$ cat config.mk
export PLATFORM = sky130hd
export DESIGN_NAME = irq_event_hub
export DESIGN_NICKNAME = d
export VERILOG_FILES = /design/src/rtl/irq_hub_pkg.sv /design/src/rtl/irq_hub_status.sv /design/src/rtl/irq_hub_maskreg.sv /design/src/rtl/irq_hub_vector.sv /design/src/rtl/irq_event_hub.sv
export SDC_FILE = /design/constraint.sdc
export NUM_CORES = 1
export LEC_CHECK = 0
export ABC_CLOCK_PERIOD_IN_PS = 6000
export BUFFER_PORTS_ARGS = -buffer_cell sky130_fd_sc_hd__buf_2
export CORE_MARGIN = 2
export CORE_UTILIZATION = 35
export DETAILED_ROUTE_END_ITERATION = 7
export GPL_ROUTABILITY_DRIVEN = 0
export PLACE_DENSITY = 0.63
export SLEW_MARGIN = 20
export SYNTH_ARGS = -nofsm -noshare
export SYNTH_HDL_FRONTEND = slang
export SYNTH_HIERARCHICAL = 1
export SYNTH_SLANG_ARGS = --single-unit
$ cat constraint.sdc
create_clock -name clk -period 6 [get_ports clk]
set_clock_uncertainty 0.05 [all_clocks]
set_input_delay 1.2 -clock clk [delete_from_list [all_inputs] [get_ports clk]]
set_output_delay 1.2 -clock clk [all_outputs]
set_load 0.005 [all_outputs]
$ cat src/rtl/irq_hub_pkg.sv
`timescale 1ns/1ps
package irq_hub_pkg;
    localparam int REG_W  = 16;
    localparam int CODE_W = 3;

    typedef enum logic [1:0] {
        SEL_STATUS = 2'd0,
        SEL_ENABLE = 2'd1,
        SEL_WAKE   = 2'd2,
        SEL_VECTOR = 2'd3
    } reg_sel_e;

    // status positions
    localparam int B_ARB     = 0;
    localparam int B_NOACK   = 1;
    localparam int B_ACCRDY  = 2;
    localparam int B_RXRDY   = 3;
    localparam int B_TXRDY   = 4;
    localparam int B_ADDR0   = 8;
    localparam int B_ADDRSLV = 9;
    localparam int B_TXUND   = 10;
    localparam int B_RXOVR   = 11;
    localparam int B_BUSY    = 12;
    localparam int B_RXDRAIN = 13;
    localparam int B_TXDRAIN = 14;

    // wakeup-only positions
    localparam int W_DATARDY = 3;
    localparam int W_GCALL   = 5;
    localparam int W_STARTC  = 6;
    localparam int W_BFREE   = 8;

    localparam logic [REG_W-1:0] ONE = REG_W'(1);

    localparam logic [REG_W-1:0] EVT_MASK =
        (ONE << B_ARB) | (ONE << B_NOACK) | (ONE << B_ACCRDY) | (ONE << B_RXRDY) |
        (ONE << B_TXRDY) | (ONE << B_ADDR0) | (ONE << B_ADDRSLV) | (ONE << B_TXUND) |
        (ONE << B_RXOVR) | (ONE << B_RXDRAIN) | (ONE << B_TXDRAIN);

    localparam logic [REG_W-1:0] ENA_MASK =
        (ONE << B_ARB) | (ONE << B_NOACK) | (ONE << B_ACCRDY) | (ONE << B_RXRDY) |
        (ONE << B_TXRDY) | (ONE << B_RXDRAIN) | (ONE << B_TXDRAIN);

    localparam logic [REG_W-1:0] WAKE_MASK =
        (ONE << B_ARB) | (ONE << B_NOACK) | (ONE << B_ACCRDY) | (ONE << W_DATARDY) |
        (ONE << W_GCALL) | (ONE << W_STARTC) | (ONE << W_BFREE) | (ONE << B_ADDRSLV) |
        (ONE << B_RXDRAIN) | (ONE << B_TXDRAIN);

    // vector sources occupy status bits 0..VEC_N-1, code = position + 1
    localparam int VEC_N = 5;

    typedef struct packed {
        logic [CODE_W-1:0] code;
        logic [REG_W-1:0]  clr;
    } vec_t;

    function automatic vec_t vec_pick(input logic [REG_W-1:0] pend);
        vec_t r;
        r = '0;
        for (int i = VEC_N - 1; i >= 0; i--) begin
            if (pend[i]) begin
                r.code   = CODE_W'(i + 1);
                r.clr    = '0;
                r.clr[i] = 1'b1;
            end
        end
        return r;
    endfunction

    function automatic logic [REG_W-1:0] wake_sources(input logic [REG_W-1:0] st);
        logic [REG_W-1:0] w;
        w = '0;
        w[B_ARB]     = st[B_ARB];
        w[B_NOACK]   = st[B_NOACK];
        w[B_ACCRDY]  = st[B_ACCRDY];
        w[W_DATARDY] = st[B_RXRDY] | st[B_TXRDY];
        w[B_ADDRSLV] = st[B_ADDRSLV];
        w[B_RXDRAIN] = st[B_RXDRAIN];
        w[B_TXDRAIN] = st[B_TXDRAIN];
        return w;
    endfunction
endpackage

$ cat src/rtl/irq_hub_status.sv
`timescale 1ns/1ps
module irq_hub_status #(
    parameter int               W        = irq_hub_pkg::REG_W,
    parameter logic [W-1:0]     MASK     = irq_hub_pkg::EVT_MASK,
    parameter int               BUSY_POS = irq_hub_pkg::B_BUSY
) (
    input  logic         clk,
    input  logic         rst,
    input  logic [W-1:0] ev,
    input  logic [W-1:0] clr,
    input  logic         busy,
    output logic [W-1:0] stat
);
    logic unused_bits;
    assign unused_bits = ^(ev & ~MASK) ^ ^(clr & ~MASK);

    for (genvar b = 0; b < W; b++) begin : g_bit
        if (MASK[b]) begin : g_ff
            logic q;
            always_ff @(posedge clk) begin
                if (rst) q <= 1'b0;
                else     q <= ev[b] | (q & ~clr[b]);
            end
            assign stat[b] = q;
        end else if (b == BUSY_POS) begin : g_live
            assign stat[b] = busy;
        end else begin : g_zero
            assign stat[b] = 1'b0;
        end
    end
endmodule

$ cat src/rtl/irq_hub_maskreg.sv
`timescale 1ns/1ps
module irq_hub_maskreg #(
    parameter int           W    = irq_hub_pkg::REG_W,
    parameter logic [W-1:0] MASK = '1
) (
    input  logic         clk,
    input  logic         rst,
    input  logic         load,
    input  logic [W-1:0] d,
    output logic [W-1:0] q
);
    always_ff @(posedge clk) begin
        if (rst)       q <= '0;
        else if (load) q <= d & MASK;
    end
endmodule

$ cat src/rtl/irq_hub_vector.sv
`timescale 1ns/1ps
module irq_hub_vector
    import irq_hub_pkg::*;
(
    input  logic [REG_W-1:0]  pend,
    output logic [CODE_W-1:0] code,
    output logic [REG_W-1:0]  clr_onehot
);
    vec_t pick;
    assign pick       = vec_pick(pend);
    assign code       = pick.code;
    assign clr_onehot = pick.clr;
endmodule

$ cat src/rtl/irq_event_hub.sv
`timescale 1ns/1ps
module irq_event_hub
    import irq_hub_pkg::*;
(
    input  logic             clk,
    input  logic             rst,
    input  logic [REG_W-1:0] ev_pulse,
    input  logic             bus_busy,
    input  logic             wr_en,
    input  logic [1:0]       wr_sel,
    input  logic [REG_W-1:0] wr_data,
    input  logic             rd_en,
    input  logic [1:0]       rd_sel,
    output logic [REG_W-1:0] rd_data,
    output logic             irq,
    output logic             wake
);
    reg_sel_e wsel, rsel;
    assign wsel = reg_sel_e'(wr_sel);
    assign rsel = reg_sel_e'(rd_sel);

    logic [REG_W-1:0]  stat_vec, enable_q, wake_q;
    logic [REG_W-1:0]  w1c, vec_clr, vec_onehot, clr_all;
    logic [CODE_W-1:0] vec_code;

    assign w1c     = (wr_en && wsel == SEL_STATUS) ? wr_data : '0;
    assign vec_clr = (rd_en && rsel == SEL_VECTOR) ? vec_onehot : '0;
    assign clr_all = w1c | vec_clr;

    irq_hub_status #(.W(REG_W), .MASK(EVT_MASK), .BUSY_POS(B_BUSY)) u_status (
        .clk (clk), .rst (rst), .ev (ev_pulse), .clr (clr_all),
        .busy(bus_busy), .stat(stat_vec)
    );

    irq_hub_maskreg #(.W(REG_W), .MASK(ENA_MASK)) u_enable (
        .clk(clk), .rst(rst), .load(wr_en && wsel == SEL_ENABLE),
        .d(wr_data), .q(enable_q)
    );

    irq_hub_maskreg #(.W(REG_W), .MASK(WAKE_MASK)) u_wake (
        .clk(clk), .rst(rst), .load(wr_en && wsel == SEL_WAKE),
        .d(wr_data), .q(wake_q)
    );

    irq_hub_vector u_vector (
        .pend(stat_vec & enable_q), .code(vec_code), .clr_onehot(vec_onehot)
    );

    assign irq  = |(stat_vec & enable_q);
    assign wake = |(wake_sources(stat_vec) & wake_q);

    always_comb begin
        unique case (rsel)
            SEL_STATUS: rd_data = stat_vec;
            SEL_ENABLE: rd_data = enable_q;
            SEL_WAKE:   rd_data = wake_q;
            SEL_VECTOR: rd_data = REG_W'(vec_code);
            default:    rd_data = '0;
        endcase
    end
endmodule

==> metrics.yaml, run 1 <==
status: "finished, final reports clean"
p_clk_share_pct: 35.0
path_clk_slew_ns: 0.09
drv_slew: 0
cp-start-kind: "primary input"
drt-pass1-iter-count: 4
diodes: 0
num_vias: 1556
power.leakage_nw: 1.02
clkLatencyLatePin_ns: 0.28
post-route-period-util_pct: 66.1
path_class: "in2out"
drive_above_1_share_pct: 25.7
hold_viol_final: 0
rsz0062_at_grt: "no"
io_pins: 59
arrival_ns: 2.71
die_w_um: 80.7
p_switching_w: 0.000114
yosysWarnings: 6
detail-route-antenna-nets: 0
drc: 0
cts_resized: 0
via_per_inst: 4.58
required_ns: 4.75
power_frac_comb_pct: 18.5
final_util_pct: 39.0
vdd_ir_drop_max_mv: 0.0805
grt_max_degree: 29
relSlewSlack_pct: 38.4
cts_hold_buffers: 0
internal_power_w: 0.000324
worstMarginPinSlew_ns: 0.923
wl_per_cell_um: 12.9
power_density_nw_per_um2: 200
finalSetupViolations: 0
numClockSinks: 28
grt_pass1_vias: 1443
globalRouteTotalUtil_pct: 14.1
max_freq_ghz: 0.252
fin_crit_ns: 3.96
area_delta_synth_final_pct: 6.38
syn_inst: 244
dp_hpwl_mm: 3.28
min_path_type: "reg2reg"
crit_path_end_kind: "output port"
drt_first_iter_violations: 52
die_area_um2: 6510
gr-total-overflow: 0
cts_made_buffers: 3
antenna_found_initial: 0
htreeDepth: 1
power_frac_seq_pct: 46.5
cts_tree: "done"
cts_setup_buffers: 0
r2r_slack_ns: 4.47
nNetsFinal: 310
start_util_pct: 36.7
clock-root-buffer: "clkbuf_8"
routed_wl_mm: 4.37
p_sw_share_pct: 26.0
syn_avg_cell_area_um2: 8.44
grt_pass1_wl_mm: 7.01
coreArea_um2: 5610
io_buffers: 48
syn_area_um2: 2060
clockBufferDepth: 2
finalPower_w: 0.000437
rows: 27
fin_tns_setup_ns: 0
worstPathMaxFanout: 18
max-cap-violations: 0
die_h_um: 80.7
## stage by stage
stage	cells	hold WS (ns)	instance area, µm²	setup WS (ns)
after detailed placement	336	0.436	2120	2.05
after CTS	340	0.463	2190	2.00
after global placement	336	0.426	2120	1.99
after global routing	340	0.486	2190	1.83
after floorplan	265	0.394	2140	2.69
final	340	0.453	2190	2.04
## metal layers
metal	GRT usage [%]	routed length [µm]	vias to the layer above
met5	0	0	-
met3	3.26	236	6
met1	19.7	2080	698
met4	4.24	69	0
met2	21.5	1980	40
li1	-	-	812
## placed cells by master (no fill, tap or decap), types with 12 or more instances in the layout
cell,n
nand2_1,13
conb_1,25
buf_2,48
nand2b_1,12
dfxtp_1,28
mux2i_1,30
a22o_1,12
and2_1,15
nor2_1,20
o21ai_1,13
## sequential cells by signal (all words and copies together) (netlist names)
name and flops:
u_enable/q 7, u_status/g_bit.g_ff.q 11, u_wake/q 10
## critical path: stages
cell and delay [ns]:
buf_2 0.32, nor2b_1 0.79, nand2_1 0.13, o21ai_1 0.13, buf_2 0.14
## power groups by stage
stage	logic, W	registers (W)	clock network [W]
2_1_floorplan	0.0000750	0.000203	0
3_3_place_gp	0.0000794	0.000207	0
3_5_place_dp	0.0000803	0.000208	0
4_1_cts	0.0000804	0.000203	0.000159
5_1_grt	0.0000905	0.000205	0.000163
6_report	0.0000808	0.000203	0.000153
## path summary, 6_finish.rpt
kind                         endpoint                     start  cells after the start
max                       rd_data[13]                 rd_sel[0]                      5
min                       u_wake/q[5]               u_wake/q[5]                      2
max reg2reg  u_status/g_bit[3].g_ff.q  u_status/g_bit[0].g_ff.q                      6
min reg2reg               u_wake/q[5]               u_wake/q[5]                      2
## area by class of cell
| class | count | area (µm²) |
|---|---|---|
| clock buffers | 3 | 41.3 |
| inverters | 11 | 41.3 |
| clock inverters | 1 | 30.0 |
| well taps | 72 | 90.1 |
| flip-flops and latches | 28 | 561 |
| repair buffers | 49 | 248 |
| multi-input cells | 176 | 1180 |
| fillers | 619 | 3420 |
Note: power is estimated with default switching activity, not from simulation.
==> inputs of run 2 (changes only) <==
--- a/config.mk
+++ b/config.mk
@@ -5,13 +5,13 @@
 export SDC_FILE = /design/constraint.sdc
 export NUM_CORES = 1
 export LEC_CHECK = 0
-export ABC_CLOCK_PERIOD_IN_PS = 6000
+export ABC_CLOCK_PERIOD_IN_PS = 3600
 export BUFFER_PORTS_ARGS = -buffer_cell sky130_fd_sc_hd__buf_2
 export CORE_MARGIN = 2
 export CORE_UTILIZATION = 35
 export DETAILED_ROUTE_END_ITERATION = 7
 export GPL_ROUTABILITY_DRIVEN = 0
-export PLACE_DENSITY = 0.63
+export PLACE_DENSITY = 0.65
 export SLEW_MARGIN = 20
 export SYNTH_ARGS = -nofsm -noshare
 export SYNTH_HDL_FRONTEND = slang
==> constraint.sdc (replaced) <==
create_clock -name clk -period 3.6 [get_ports clk]
set_clock_uncertainty 0.05 [all_clocks]
set_input_delay 0.72 -clock clk [delete_from_list [all_inputs] [get_ports clk]]
set_output_delay 0.72 -clock clk [all_outputs]
set_load 0.005 [all_outputs]
==> run 2 against run 1 <==
Via count rose by 1.3%. Core utilization decreased by 0.40 points. Hold slack worse by 0.0016 ns. Register-to-register slack worse by 2.4 ns. Design area shrank 1.0%. Critical path depth is 1 lower. First-iteration DRC count is 15% higher. Sequential power grew 67%. Largest power group unchanged.
==> metrics.yaml, run 2 (synthesized netlist as in run 1, its figures left out) <==
required_ns: 2.83  # -1.92 ns
met1_usage_pct: 18.1  # -1.6 points
io_pins: 59  # unchanged
grt_pass1_vias: 1518  # +5.2%
grtUsageMet3_pct: 2.36  # -0.90 points
die_area_um2: 6510  # unchanged
whs_ns: 0.452  # -0.00160 ns
worstPathMaxFanout: 5  # -13
die_w_um: 80.7  # unchanged
path_cells: "and2_1, or4_1, or4_1, buf_2"
antenna_found_initial: 0  # unchanged
diodes: 0  # unchanged
cts_resized: 0  # unchanged
max-cap-violations: 0  # unchanged
grt.busiest_layer: "met2"
grt_use_met2_pct: 23.2  # +1.7 points
hold_viol_final: 0  # unchanged
num_vias: 1577  # +1.3%
coreArea_um2: 5610  # unchanged
worstMarginPinSlew_ns: 0.677  # -0.245 ns
start_util_pct: 36.7  # unchanged
post-route-period-util_pct: 76.8
rsz0062_at_grt: "no"
finalSetupViolations: 0  # unchanged
grt_pass1_wl_mm: 7.05  # +0.58%
power_density_nw_per_um2: 298  # +49%
r2r_cells: 6  # unchanged
numClockSinks: 28  # unchanged
cts_tree: "done"
via_per_inst: 4.64  # +1.3%
cts_hold_buffers: 0  # unchanged
area_delta_synth_final_pct: 5.29
path_class: "reg2out"
clkLatencyLatePin_ns: 0.27  # about the same
reg.largest.list: "u_status/g_bit.g_ff.q x11, u_wake/q x10, u_enable/q x7"
drt-pass1-iter-count: 4  # unchanged
status: "finished, final reports clean"
max_freq_ghz: 0.362
r2r-end: "u_status/g_bit[4].g_ff.q"
detail-route-antenna-nets: 0  # unchanged
drc: 0  # unchanged
routed_wl_mm: 4.38  # +0.11%
cts_made_buffers: 3  # unchanged
path_clk_slew_ns: 0.09  # about the same
whs_endpoint: "u_status/g_bit[8].g_ff.q"
relSlewSlack_pct: 54.8  # +16 points
top_register: "u_status/g_bit.g_ff.q"
max_stage_delay_ns: 0.51  # -0.28 ns
final_util_pct: 38.6  # -0.40 points
drive_above_1_share_pct: 25.7  # unchanged
hold-path-cell-count: 2  # unchanged
globalRouteTotalUtil_pct: 14.1  # about the same
cp-start-kind: "flop"
clockBufferDepth: 2  # unchanged
holdCritStartpoint: "u_status/g_bit[8].g_ff.q"
cts_setup_buffers: 0  # unchanged
htreeDepth: 1  # unchanged
wl_per_cell_um: 12.9  # +0.11%
clock-root-buffer: "clkbuf_8"
arrival_ns: 2.00  # -0.71 ns
nNetsFinal: 311  # +0.32%
die_h_um: 80.7  # unchanged
power.leakage_nw: 1.02  # -0.88%
gr-total-overflow: 0  # unchanged
drv_slew: 0  # unchanged
drt_first_iter_violations: 60  # +15%
rows: 27  # unchanged
pre_cts_ws_ns: 0.942  # -1.11 ns
r2r_slack_ns: 2.07  # -2.40 ns
cp_slowest_cell: "or4_1"
final_common_cell: "buf_2"
crit_path_end_kind: "output port"
timing.rr.start: "u_status/g_bit[0].g_ff.q"
dp_hpwl_mm: 3.27  # -0.28%
nFillCells: 613  # -0.97%
io_buffers: 48  # unchanged
layout_common_cells: "buf_2 (48), mux2i_1 (30), dfxtp_1 (28), conb_1 (25), nor2_1 (20)"
vdd_ir_drop_max_mv: 0.122  # +52%
largest_reg_flops: 11  # unchanged
min_path_type: "reg2reg"
fin_crit_ns: 2.77
fin_tns_setup_ns: 0  # unchanged
fin_ws_ns: 0.835  # -1.20 ns
crit_top_cell: "or4_1"
grt_max_degree: 29  # unchanged
[run 2: layout make-up]
cell class	count	area (µm²)	share of cell area [%]
Multi-Input combinational cell	176	1180	54.4
Sequential cell	28	561	25.9
Timing Repair Buffer	50	255	11.8
Tap cell	72	90.1	4.16
Clock buffer	3	41.3	1.91
Inverter	11	41.3	1.91
[run 2: worst max path at each step]
stage	from	endpoint	slack (ns)	cells past startpoint
floorplan	u_status/g_bit[2].g_ff.q	irq	1.23	4
global placement	rd_sel[0]	rd_data[13]	0.93	5
detailed placement	rd_sel[0]	rd_data[13]	0.94	5
CTS	u_status/g_bit[2].g_ff.q	irq	0.82	4
global route	u_status/g_bit[2].g_ff.q	irq	0.76	4
finish	u_status/g_bit[2].g_ff.q	irq	0.83	4
[run 2: per-stage QoR]
step                total power, W  area, µm²  std cells
detailed placement        0.000479       2130        337
global route              0.000678       2170        340
global placement          0.000478       2130        337
floorplan                 0.000464       2140        265
CTS                       0.000653       2170        340
finish                    0.000646       2170        340
[run 2: worst max-delay path, delay by kind of cell, from the launching register on]
kind	cells	cell delay, ns
buffers and inverters	1	0.14
AND/OR/NAND/NOR	3	1.23
flip-flops	1	0.34
[run 2: layer usage]
layer	vias up	part of all wire, %
met5	-	0
met4	0	2.0
met3	6	4.8
met2	34	47
met1	730	46
li1	807	-
[run 2: where the power goes]
| group | total (W) | switching (W) | internal (W) |
|---|---|---|---|
| Sequential | 0.000338 | 0.0000132 | 0.000325 |
| Combinational | 0.000135 | 0.0000690 | 0.0000657 |
| Clock | 0.000173 | 0.0000980 | 0.0000754 |
